$ cat config.mk
export PLATFORM = sky130hd
export DESIGN_NAME = spi_slave_evt
export DESIGN_NICKNAME = d
export VERILOG_FILES = /design/src/rtl/spi_evt_pkg.sv /design/src/rtl/spi_evt_sync.sv /design/src/rtl/spi_evt_shifter.sv /design/src/rtl/spi_evt_regs.sv /design/src/rtl/spi_slave_evt.sv
export SDC_FILE = /design/constraint.sdc
export NUM_CORES = 1
export LEC_CHECK = 0
export CAP_MARGIN = 40
export CORE_MARGIN = 2
export CORE_UTILIZATION = 30
export CTS_CLUSTER_DIAMETER = 80
export CTS_CLUSTER_SIZE = 14
export DETAILED_ROUTE_END_ITERATION = 10
export DONT_BUFFER_PORTS = 1
export GPL_TIMING_DRIVEN = 1
export PLACE_DENSITY = 0.54
export SETUP_SLACK_MARGIN = 0.15
export SLEW_MARGIN = 20
export SYNTH_ARGS = -nofsm -noshare
export SYNTH_HDL_FRONTEND = slang
export SYNTH_SLANG_ARGS = --single-unit
$ cat constraint.sdc
create_clock -name clk -period 2 [get_ports clk]
set_input_delay 0.1 -clock clk [delete_from_list [all_inputs] [get_ports clk]]
set_output_delay 0.1 -clock clk [all_outputs]
set_load 0.005 [all_outputs]
$ cat src/rtl/spi_evt_pkg.sv
package spi_evt_pkg;
  typedef enum logic [1:0] {
    ADDR_TX   = 2'd0,
    ADDR_RX   = 2'd1,
    ADDR_FLAG = 2'd2,
    ADDR_EN   = 2'd3
  } reg_addr_e;

  localparam int NFLAG  = 6;
  localparam int F_TXE  = 0;
  localparam int F_UNF  = 1;
  localparam int F_RXF  = 2;
  localparam int F_OVF  = 3;
  localparam int F_EOT  = 4;
  localparam int F_ABT  = 5;
endpackage

$ cat src/rtl/spi_evt_sync.sv
module spi_evt_sync #(
  parameter int               WIDTH   = 3,
  parameter int               STAGES  = 2,
  parameter logic [WIDTH-1:0] RST_VAL = '0
) (
  input  logic             clk,
  input  logic             rst_n,
  input  logic [WIDTH-1:0] d,
  output logic [WIDTH-1:0] q
);
  generate
    for (genvar s = 0; s < STAGES; s++) begin : g_stage
      logic [WIDTH-1:0] r;
      if (s == 0) begin : g_first
        always_ff @(posedge clk or negedge rst_n)
          if (!rst_n) r <= RST_VAL;
          else        r <= d;
      end else begin : g_next
        always_ff @(posedge clk or negedge rst_n)
          if (!rst_n) r <= RST_VAL;
          else        r <= g_stage[s-1].r;
      end
    end
  endgenerate

  assign q = g_stage[STAGES-1].r;
endmodule

$ cat src/rtl/spi_evt_shifter.sv
module spi_evt_shifter #(
  parameter int W = 8
) (
  input  logic         clk,
  input  logic         rst_n,
  input  logic         cs_n_s,
  input  logic         sck_s,
  input  logic         mosi_s,
  input  logic [W-1:0] tx_data,
  output logic         miso,
  output logic         load_evt,
  output logic         done_evt,
  output logic         abort_evt,
  output logic [W-1:0] rx_word
);
  localparam int CNT_W = $clog2(W);
  localparam logic [CNT_W-1:0] LAST = CNT_W'(W - 1);

  logic             cs_q, sck_q;
  logic [CNT_W-1:0] bit_cnt;
  logic [W-1:0]     tx_sh, rx_sh;
  logic             sel, start, stop, rise, fall;

  assign sel   = ~cs_n_s;
  assign start = cs_q & ~cs_n_s;
  assign stop  = ~cs_q & cs_n_s;
  assign rise  = sel & ~sck_q & sck_s;
  assign fall  = sel & sck_q & ~sck_s;

  always_ff @(posedge clk or negedge rst_n) begin
    if (!rst_n) begin
      cs_q    <= 1'b1;
      sck_q   <= 1'b0;
      bit_cnt <= '0;
      tx_sh   <= '0;
      rx_sh   <= '0;
    end else begin
      cs_q  <= cs_n_s;
      sck_q <= sck_s;
      if (start) begin
        bit_cnt <= '0;
        tx_sh   <= tx_data;
      end else if (rise) begin
        rx_sh   <= {rx_sh[W-2:0], mosi_s};
        bit_cnt <= (bit_cnt == LAST) ? '0 : bit_cnt + 1'b1;
      end else if (fall) begin
        if (bit_cnt == '0) tx_sh <= tx_data;
        else               tx_sh <= tx_sh << 1;
      end
    end
  end

  assign load_evt  = start | (fall & (bit_cnt == '0));
  assign done_evt  = rise & (bit_cnt == LAST);
  assign abort_evt = stop & (bit_cnt != '0);
  assign rx_word   = {rx_sh[W-2:0], mosi_s};
  assign miso      = ~cs_q & tx_sh[W-1];

  AST_CNT_RESTART: assert property (@(posedge clk) disable iff (!rst_n)
    start |=> (bit_cnt == '0));
  AST_NO_SHIFT_IDLE: assert property (@(posedge clk) disable iff (!rst_n)
    (cs_q && cs_n_s) |=> $stable(bit_cnt) && $stable(rx_sh));
endmodule

$ cat src/rtl/spi_evt_regs.sv
module spi_evt_regs
  import spi_evt_pkg::*;
#(
  parameter int W  = 8,
  parameter int DW = 32
) (
  input  logic          clk,
  input  logic          rst_n,
  input  logic          reg_wr,
  input  logic          reg_rd,
  input  logic [1:0]    reg_addr,
  input  logic [DW-1:0] reg_wdata,
  input  logic          load_evt,
  input  logic          done_evt,
  input  logic          abort_evt,
  input  logic [W-1:0]  rx_word,
  output logic [W-1:0]  tx_data,
  output logic [DW-1:0] reg_rdata,
  output logic          irq
);
  logic [W-1:0]     tx_reg, rx_reg;
  logic             tx_fresh;
  logic [NFLAG-1:0] flags, en, set_v, clr_v;
  logic             tx_wr, rx_rd, fl_wr, en_wr;

  assign tx_wr = reg_wr && (reg_addr == ADDR_TX);
  assign fl_wr = reg_wr && (reg_addr == ADDR_FLAG);
  assign en_wr = reg_wr && (reg_addr == ADDR_EN);
  assign rx_rd = reg_rd && (reg_addr == ADDR_RX);

  always_comb begin
    set_v        = '0;
    set_v[F_TXE] = load_evt;
    set_v[F_UNF] = load_evt & ~tx_fresh;
    set_v[F_RXF] = done_evt;
    set_v[F_OVF] = done_evt & flags[F_RXF] & ~rx_rd;
    set_v[F_EOT] = done_evt;
    set_v[F_ABT] = abort_evt;
    clr_v        = fl_wr ? reg_wdata[NFLAG-1:0] : '0;
    clr_v[F_TXE] = clr_v[F_TXE] | tx_wr;
    clr_v[F_RXF] = clr_v[F_RXF] | rx_rd;
  end

  always_ff @(posedge clk or negedge rst_n) begin
    if (!rst_n) begin
      tx_reg   <= '0;
      rx_reg   <= '0;
      tx_fresh <= 1'b0;
      flags    <= '0;
      en       <= '0;
    end else begin
      flags <= (flags & ~clr_v) | set_v;
      if (tx_wr) begin
        tx_reg   <= reg_wdata[W-1:0];
        tx_fresh <= 1'b1;
      end else if (load_evt) begin
        tx_fresh <= 1'b0;
      end
      if (done_evt) rx_reg <= rx_word;
      if (en_wr)    en     <= reg_wdata[NFLAG-1:0];
    end
  end

  always_comb begin
    unique case (reg_addr)
      ADDR_TX:   reg_rdata = DW'(tx_reg);
      ADDR_RX:   reg_rdata = DW'(rx_reg);
      ADDR_FLAG: reg_rdata = DW'(flags);
      default:   reg_rdata = DW'(en);
    endcase
  end

  assign tx_data = tx_reg;
  assign irq     = |(flags & en);

  AST_UNF_RAISE: assert property (@(posedge clk) disable iff (!rst_n)
    (load_evt && !tx_fresh) |=> flags[F_UNF]);
  AST_RX_LAND: assert property (@(posedge clk) disable iff (!rst_n)
    done_evt |=> (rx_reg == $past(rx_word)) && flags[F_RXF] && flags[F_EOT]);
  AST_OVF_RAISE: assert property (@(posedge clk) disable iff (!rst_n)
    (done_evt && flags[F_RXF] && !rx_rd) |=> flags[F_OVF]);
  AST_ABORT_KEEP: assert property (@(posedge clk) disable iff (!rst_n)
    abort_evt |=> flags[F_ABT] && $stable(rx_reg));
endmodule

$ cat src/rtl/spi_slave_evt.sv
module spi_slave_evt #(
  parameter int WORD_W = 8,
  parameter int DATA_W = 32
) (
  input  logic              clk,
  input  logic              rst_n,
  input  logic              spi_cs_n,
  input  logic              spi_sclk,
  input  logic              spi_mosi,
  output logic              spi_miso,
  input  logic              reg_wr,
  input  logic              reg_rd,
  input  logic [1:0]        reg_addr,
  input  logic [DATA_W-1:0] reg_wdata,
  output logic [DATA_W-1:0] reg_rdata,
  output logic              irq
);
  logic [2:0]        pins_s;
  logic              load_evt, done_evt, abort_evt;
  logic [WORD_W-1:0] rx_word, tx_data;

  spi_evt_sync #(.WIDTH(3), .STAGES(2), .RST_VAL(3'b100)) u_sync (
    .clk(clk), .rst_n(rst_n),
    .d({spi_cs_n, spi_sclk, spi_mosi}), .q(pins_s)
  );

  spi_evt_shifter #(.W(WORD_W)) u_shift (
    .clk(clk), .rst_n(rst_n),
    .cs_n_s(pins_s[2]), .sck_s(pins_s[1]), .mosi_s(pins_s[0]),
    .tx_data(tx_data), .miso(spi_miso),
    .load_evt(load_evt), .done_evt(done_evt), .abort_evt(abort_evt),
    .rx_word(rx_word)
  );

  spi_evt_regs #(.W(WORD_W), .DW(DATA_W)) u_regs (
    .clk(clk), .rst_n(rst_n),
    .reg_wr(reg_wr), .reg_rd(reg_rd), .reg_addr(reg_addr), .reg_wdata(reg_wdata),
    .load_evt(load_evt), .done_evt(done_evt), .abort_evt(abort_evt),
    .rx_word(rx_word), .tx_data(tx_data), .reg_rdata(reg_rdata), .irq(irq)
  );

  AST_MISO_QUIET: assert property (@(posedge clk) disable iff (!rst_n)
    ($past(spi_cs_n) && $past(spi_cs_n, 2) && $past(spi_cs_n, 3) && spi_cs_n)
      |-> !spi_miso);
endmodule

==> impl_results.md, run 1 <==
* Outcome: finished clean
* Starting DRT DRC Count at between 50 and 60
* Ys flop type: dfrtp_1
* Hold WC Path Type: input pin to flip-flop
* Max Fclk at 637.2 MHz
* Most frequent cells after synthesis: dfrtp_1, buf_4, nand2_1
* Post-Place Cell Area at 2624 um2
* Core footprint at 8299 um2
* Setup crit start kind: flip-flop
* Combinational power share at 0.145
* Min Hold Slack at 0.06818 ns
* Global-route wire length before repair at 7755 um
* Setup_tns at 0 ns
* CTS Hold Buffers Added at 13
* Crit-path max cell delay at 0.42 ns
* Seq cells post-synth at 55
* Sequential area share after synthesis at 0.5344
* Clock Tree Root: clkbuf_8
* Slew Limit Headroom at 0.6522
* Library cells used by synthesis at 33
* Mean Syn Cell Area at 13.18 um2
* Post-synth top area share at 0.5039
* Max VDD drop at 428.4 uV
* RSZ-0062 raised after global routing: no
* Cts repair resizes at 0
* # DRC at 0
* WL final at 4695 um
* Overflow left after global routing at 0
* WP buf/inv at 2
* Critical path fanouts, max at 9
* Slowest cell on crit path: dfrtp_1
* FP Rows at 33
* Area leader, netlist: dfrtp_1
* CP arrival at 1.78 ns
* Vias at 1,439
* Routability Congestion at 0.7299
* Initial antenna violation count at 0
* Critical path, cell by cell: inv_1, ha_1, nand2b_1, a21boi_1, buf_4, or2_1, a21o_1
* Switching power at ~620 uW
* Final period utilization at 0.7847
* CP Class: flip-flop to flip-flop
* EDFF count, synth at 0
* Setup Buffers After CTS at 0
* P_leak at 0.001337 uW
* Final hold vios at 0
* CTS Buf Count at 5
* Slew Viols, Final at 0
* # clock sinks at 55
* Non-Filler Instances at roughly 320
* Slew @ Worst Pin at between 0.5 and 0.6 ns
* Die area at 9366 um2
* Post-synthesis cell count at 196
* # diodes at 0
* All-layer global routing usage at 0.1041
* Setup ws final at 0.4306 ns
* # nets final at 259
* Ratio of cells with drive above 1 in the final layout at 0.2083
* Internal power at 1993 uW
* Max Cap Violations at 0
* CP endpoint kind: flip-flop
* Post-synth ARST share at 1.000
* Critical Path RT at 2.21 ns
* Die Span Y at 96.78 um
* Vias/cell at between 4 and 5
* Synth area leaders: dfrtp_1, buf_4, mux2_1
* Warnings from Yosys at 0
* Final setup vio count at 0
* Share of total power in the clock network at 0.324
* IO buf count at 0
* Worst-path clk slew at ~0.09 ns
* Place WS at 0.4290 ns
* CTS H-Tree Depth at 2
* Top Ports at 75
* DIE WIDTH at 96.78 um
* Final ANT Viol Nets at 0
* FILL cells at 808
* Area growth syn-to-layout at 12.45%
* Starting Density at 0.3112
* Crit-path leading delay family: flip-flops
* Vias in the first global route at 1,462
* Sequential fraction of design power at 0.531
* Min Tclk post-route at 1.569 ns
* Largest net degree at the start of global routing at 56
* Clk_skew at approximately 0.0055 ns
* CTS tree: done
* Switching part of the total at 0.2382
* Synthesized area at 2582 um2
* Hpwl dp at 3438 um
* PD cells at about 900 nW/um2
* Count leader, synth: dfrtp_1
* Wire per inst at 14.63 um
* Final instance area at 2904 um2
* Longest Clk Path Bufs at 2
* Clk_lat worst skew at 0.31 ns
* Drt pass-1 iters at 4
* Placed Cells at 300
-- final cells by class --
cell class	instances	area [um2]	area share
clock inverter	2	60.06	0.02068
sequential	55	1380	0.4752
timing repair buffer	19	192.7	0.06635
multi-input combinational	129	1049	0.3611
clock buffer	6	72.57	0.02499
inverter	5	18.77	0.006463
tap	105	131.4	0.04524
-- layout by cell type, fill, tap and decap left out --
master,instances
nor3_4,1
nand2b_4,1
mux2_4,7
a32o_1,1
clkbuf_8,5
or2_1,1
buf_4,6
nor2b_1,2
bufinv_16,2
o21ai_0,1
a22o_1,3
o21ai_1,9
ha_1,3
buf_16,1
nand2_1,17
nor2_1,4
inv_2,2
clkbuf_1,1
conb_1,24
o2bb2ai_1,2
inv_1,3
mux2_1,12
a21boi_1,1
and2_1,1
nand2b_1,3
a21o_1,3
mux2i_1,9
nand3_1,2
nor3b_1,2
mux4_2,6
mux2_2,10
dfstp_2,3
dlygate4sd3_1,12
dfrtp_1,52
a22oi_1,3
o21ai_2,1
-- per-layer routing --
metal	part of all wire	global-route usage
met1	0.42	0.1298
met2	0.52	0.1731
met4	0.012	0.03250
met5	0	0
met3	0.052	0.03251
-- per-stage QoR --
stage	power, uW	util
floorplan	1697	-
global placement	1736	0.3161
detailed placement	1749	0.3161
CTS	2656	0.3499
global route	2752	0.3499
finish	2616	0.3499
-- logic make-up (layout without fill, tap and decap cells) --
| family | count (synthesis) | count (layout) | synth area share |
|---|---|---|---|
| flops | 55 | 55 | 0.5344 |
| other cells | 1 | 24 | 0.001452 |
| mux | 44 | 44 | 0.2238 |
| compound gates | 24 | 24 | 0.06395 |
| buf+inv | 35 | 32 | 0.09302 |
| simple gates | 34 | 34 | 0.06880 |
| fa+ha+maj | 3 | 3 | 0.01454 |
-- path summary, 6_finish.rpt --
| path | start | endpoint | slack (ns) | cells past startpoint |
|---|---|---|---|---|
| setup reg to reg | u_shift.bit_cnt[0]$_DFFE_PN0P_ | u_regs.tx_fresh$_DFFE_PN0P_ | 0.43 | 7 |
| max in group asynchronous | rst_n | u_sync.q[2]$_DFF_PN1_ | 1.40 | 2 |
| min in group asynchronous | rst_n | u_regs.tx_data[4]$_DFFE_PN0P_ | 0.32 | 2 |
| hold / removal | reg_addr[1] | u_regs.flags[3]$_DFF_PN0_ | 0.07 | 2 |
| hold reg to reg | u_sync.g_stage[0].r[0]$_DFF_PN0_ | u_sync.q[0]$_DFF_PN0_ | 0.36 | 0 |
| setup / recovery | u_shift.bit_cnt[0]$_DFFE_PN0P_ | u_regs.tx_fresh$_DFFE_PN0P_ | 0.43 | 7 |
-- power by group through the flow --
stage	registers (uW)	clock network, uW	logic, uW
2_1_floorplan	1370	0	327
3_3_place_gp	1410	0	327
3_5_place_dp	1410	0	335
4_1_cts	1390	877	388
5_1_grt	1410	918	421
6_report	1390	849	379
Power figures use the tool's default switching activity.
==> run 2, diff against run 1 <==
--- a/config.mk
+++ b/config.mk
@@ -13,7 +13,7 @@
 export DETAILED_ROUTE_END_ITERATION = 10
 export DONT_BUFFER_PORTS = 1
 export GPL_TIMING_DRIVEN = 1
-export PLACE_DENSITY = 0.54
+export PLACE_DENSITY = 0.55
 export SETUP_SLACK_MARGIN = 0.15
 export SLEW_MARGIN = 20
 export SYNTH_ARGS = -nofsm -noshare
==> constraint.sdc (replaced) <==
create_clock -name clk -period 1.29 [get_ports clk]
set_input_delay 0.0645 -clock clk [delete_from_list [all_inputs] [get_ports clk]]
set_output_delay 0.0645 -clock clk [all_outputs]
set_load 0.005 [all_outputs]
==> impl_results.md, run 2 (synthesis results as in run 1) <==
* Outcome: complete, but fails checks
* Violated checks: negative hold slack, negative setup slack
* Vias at between 1,500 and 2,000
* Wire per inst at 14.87 um
* WP buf/inv at 1
* Longest Clk Path Bufs at 2
* CP endpoint kind: flip-flop
* Final ANT Viol Nets at 0
* CTS Buf Count at 5
* Clk_lat worst skew at 0.31 ns
* Vias/cell at between 4 and 5
* FP Rows at 33
* FF-to-FF path depth at 5
* CTS Hold Buffers Added at 11
* All-layer global routing usage at 0.1197
* Final setup vio count at 32
* Hold WC Path Type: input pin to async pin
* P_leak at 0.001549 uW
* Overflow left after global routing at 0
* Top Ports at between 70 and 80
* Clock Tree Root: clkbuf_8
* Setup ws final at -0.2408 ns
* Min Tclk post-route at 1.531 ns
* Starting DRT DRC Count at between 60 and 70
* Critical path fanouts, max at 10
* Initial antenna violation count at 0
* Max Fclk at 653.3 MHz
* Drt pass-1 iters at 4
* Critical path, cell by cell: ha_2, ha_4, nor3b_4, buf_12, mux2_4
* # DRC at 0
* Max VDD drop at 440.7 uV
* Slew Viols, Final at 0
* Max Cap Violations at 0
* Routability Congestion at 0.7376
* Setup_tns at -4.227 ns
* Hpwl dp at 3565 um
* Crit-path leading delay family: flip-flops
* # nets final at 295
* Crit-path max cell delay at 0.40 ns
* Vias in the first global route at 1,593
* CP arrival at 1.72 ns
* Critical Path Start: u_shift.bit_cnt[0]$_DFFE_PN0P_
* RSZ-0062 raised after global routing: yes
* Reg2reg end: u_regs.rx_reg[5]$_DFFE_PN0P_
* # clock sinks at 55
* Worst-path clk slew at roughly 0.11 ns
* CP Class: flip-flop to flip-flop
* DIE WIDTH at 96.78 um
* Most common cell after layout, fill and taps aside: dfrtp_1
* Largest net degree at the start of global routing at 56
* CTS tree: done
* Clk_skew at 0.01370 ns
* Global-route wire length before repair at 8797 um
* Setup crit start kind: flip-flop
* Final period utilization at 1.187
* Final hold vios at 55
* Slowest cell on crit path: dfrtp_1
* R2R setup slack at -0.24 ns
* Die area at 9366 um2
* PD cells at ~1300 nW/um2
* IO buf count at 0
* CTS H-Tree Depth at 2
* Core footprint at 8299 um2
* Critical Path RT at 1.48 ns
* R2R Path Start: u_shift.bit_cnt[0]$_DFFE_PN0P_
* # diodes at 0
* Area growth syn-to-layout at 30.14%
* Min Hold Slack at -0.5633 ns
* Most frequent cells in the layout: dfrtp_1, buf_4, conb_1, nand2_1, mux2_4
* FILL cells at 788
* Die Span Y at 96.78 um
* Starting Density at 0.3112
* Ratio of cells with drive above 1 in the final layout at 0.4167
* PnR Total Power at 4295 uW
* WL final at 5309 um
-- run 2: cell count changes in the layout (fill, tap and decap cells not counted), sizes merged --
cell	change
buf	+36
clkbuf	+1
dlygate4sd3	-1
-- run 2: layer usage --
layer	vias to the layer above	wire length (um)	global-route usage
met3	5	262	0.03829
met1	794	2315	0.1545
li1	746	-	-
met5	-	0	0
met4	0	67	0.03575
met2	30	2664	0.1928
-- run 2: worst register-to-register path: stages, from the launching register on --
cell     delay (ns)
dfrtp_1        0.40
ha_2           0.21
ha_4           0.13
nor3b_4        0.22
buf_12         0.17
mux2_4         0.30
-- run 2: worst max path at each step --
stage / to / cells past startpoint
after detailed placement: u_regs.rx_reg[5]$_DFFE_PN0P_ / 5
after global routing: u_regs.rx_reg[5]$_DFFE_PN0P_ / 5
after floorplan: u_regs.rx_reg[0]$_DFFE_PN0P_ / 5
final: u_regs.rx_reg[5]$_DFFE_PN0P_ / 5
after global placement: u_regs.rx_reg[0]$_DFFE_PN0P_ / 5
after CTS: u_regs.rx_reg[5]$_DFFE_PN0P_ / 5
-- run 2: where the power goes --
part,total (uW),internal [uW],switching [uW]
combinational,816,525,291
clock,1330,776,556
sequential,2150,1970,176
-- run 2: per-stage QoR --
stage / std cells / worst slack (ns) / utilization / hold WS, ns / cell area, um2
6_report: 357 / -0.2408 / 0.4049 / -0.5633 / 3361
5_1_grt: 357 / -0.3040 / 0.4049 / -0.5869 / 3361
4_1_cts: 350 / -0.2417 / 0.3971 / -0.5689 / 3296
3_5_place_dp: 309 / -0.2515 / 0.3353 / -0.2296 / 2783
3_3_place_gp: 309 / -0.2157 / 0.3353 / -0.2294 / 2783
2_1_floorplan: 219 / -0.1336 / - / -0.2311 / 2726
-- run 2: layout make-up --
cell class / instances / area, um2 / area share
sequential: 55 / 1380 / 0.4106
inverter: 5 / 18.77 / 0.005585
clock buffer: 6 / 72.57 / 0.02159
timing repair buffer: 55 / 529.3 / 0.1575
multi-input combinational: 129 / 1169 / 0.3477
clock inverter: 2 / 60.06 / 0.01787
tap: 105 / 131.4 / 0.03909
-- run 2: timing repair --
| item | 4_1_cts | 5_1_grt |
|---|---|---|
| pin swaps | 3 | 6 |
| setup endpoints to repair | 40 | 40 |
| setup buffers | 21 | 7 |
| cloned | 1 | 0 |
| gates resized for setup | 20 | 5 |
| hold endpoints to repair | 78 | 55 |
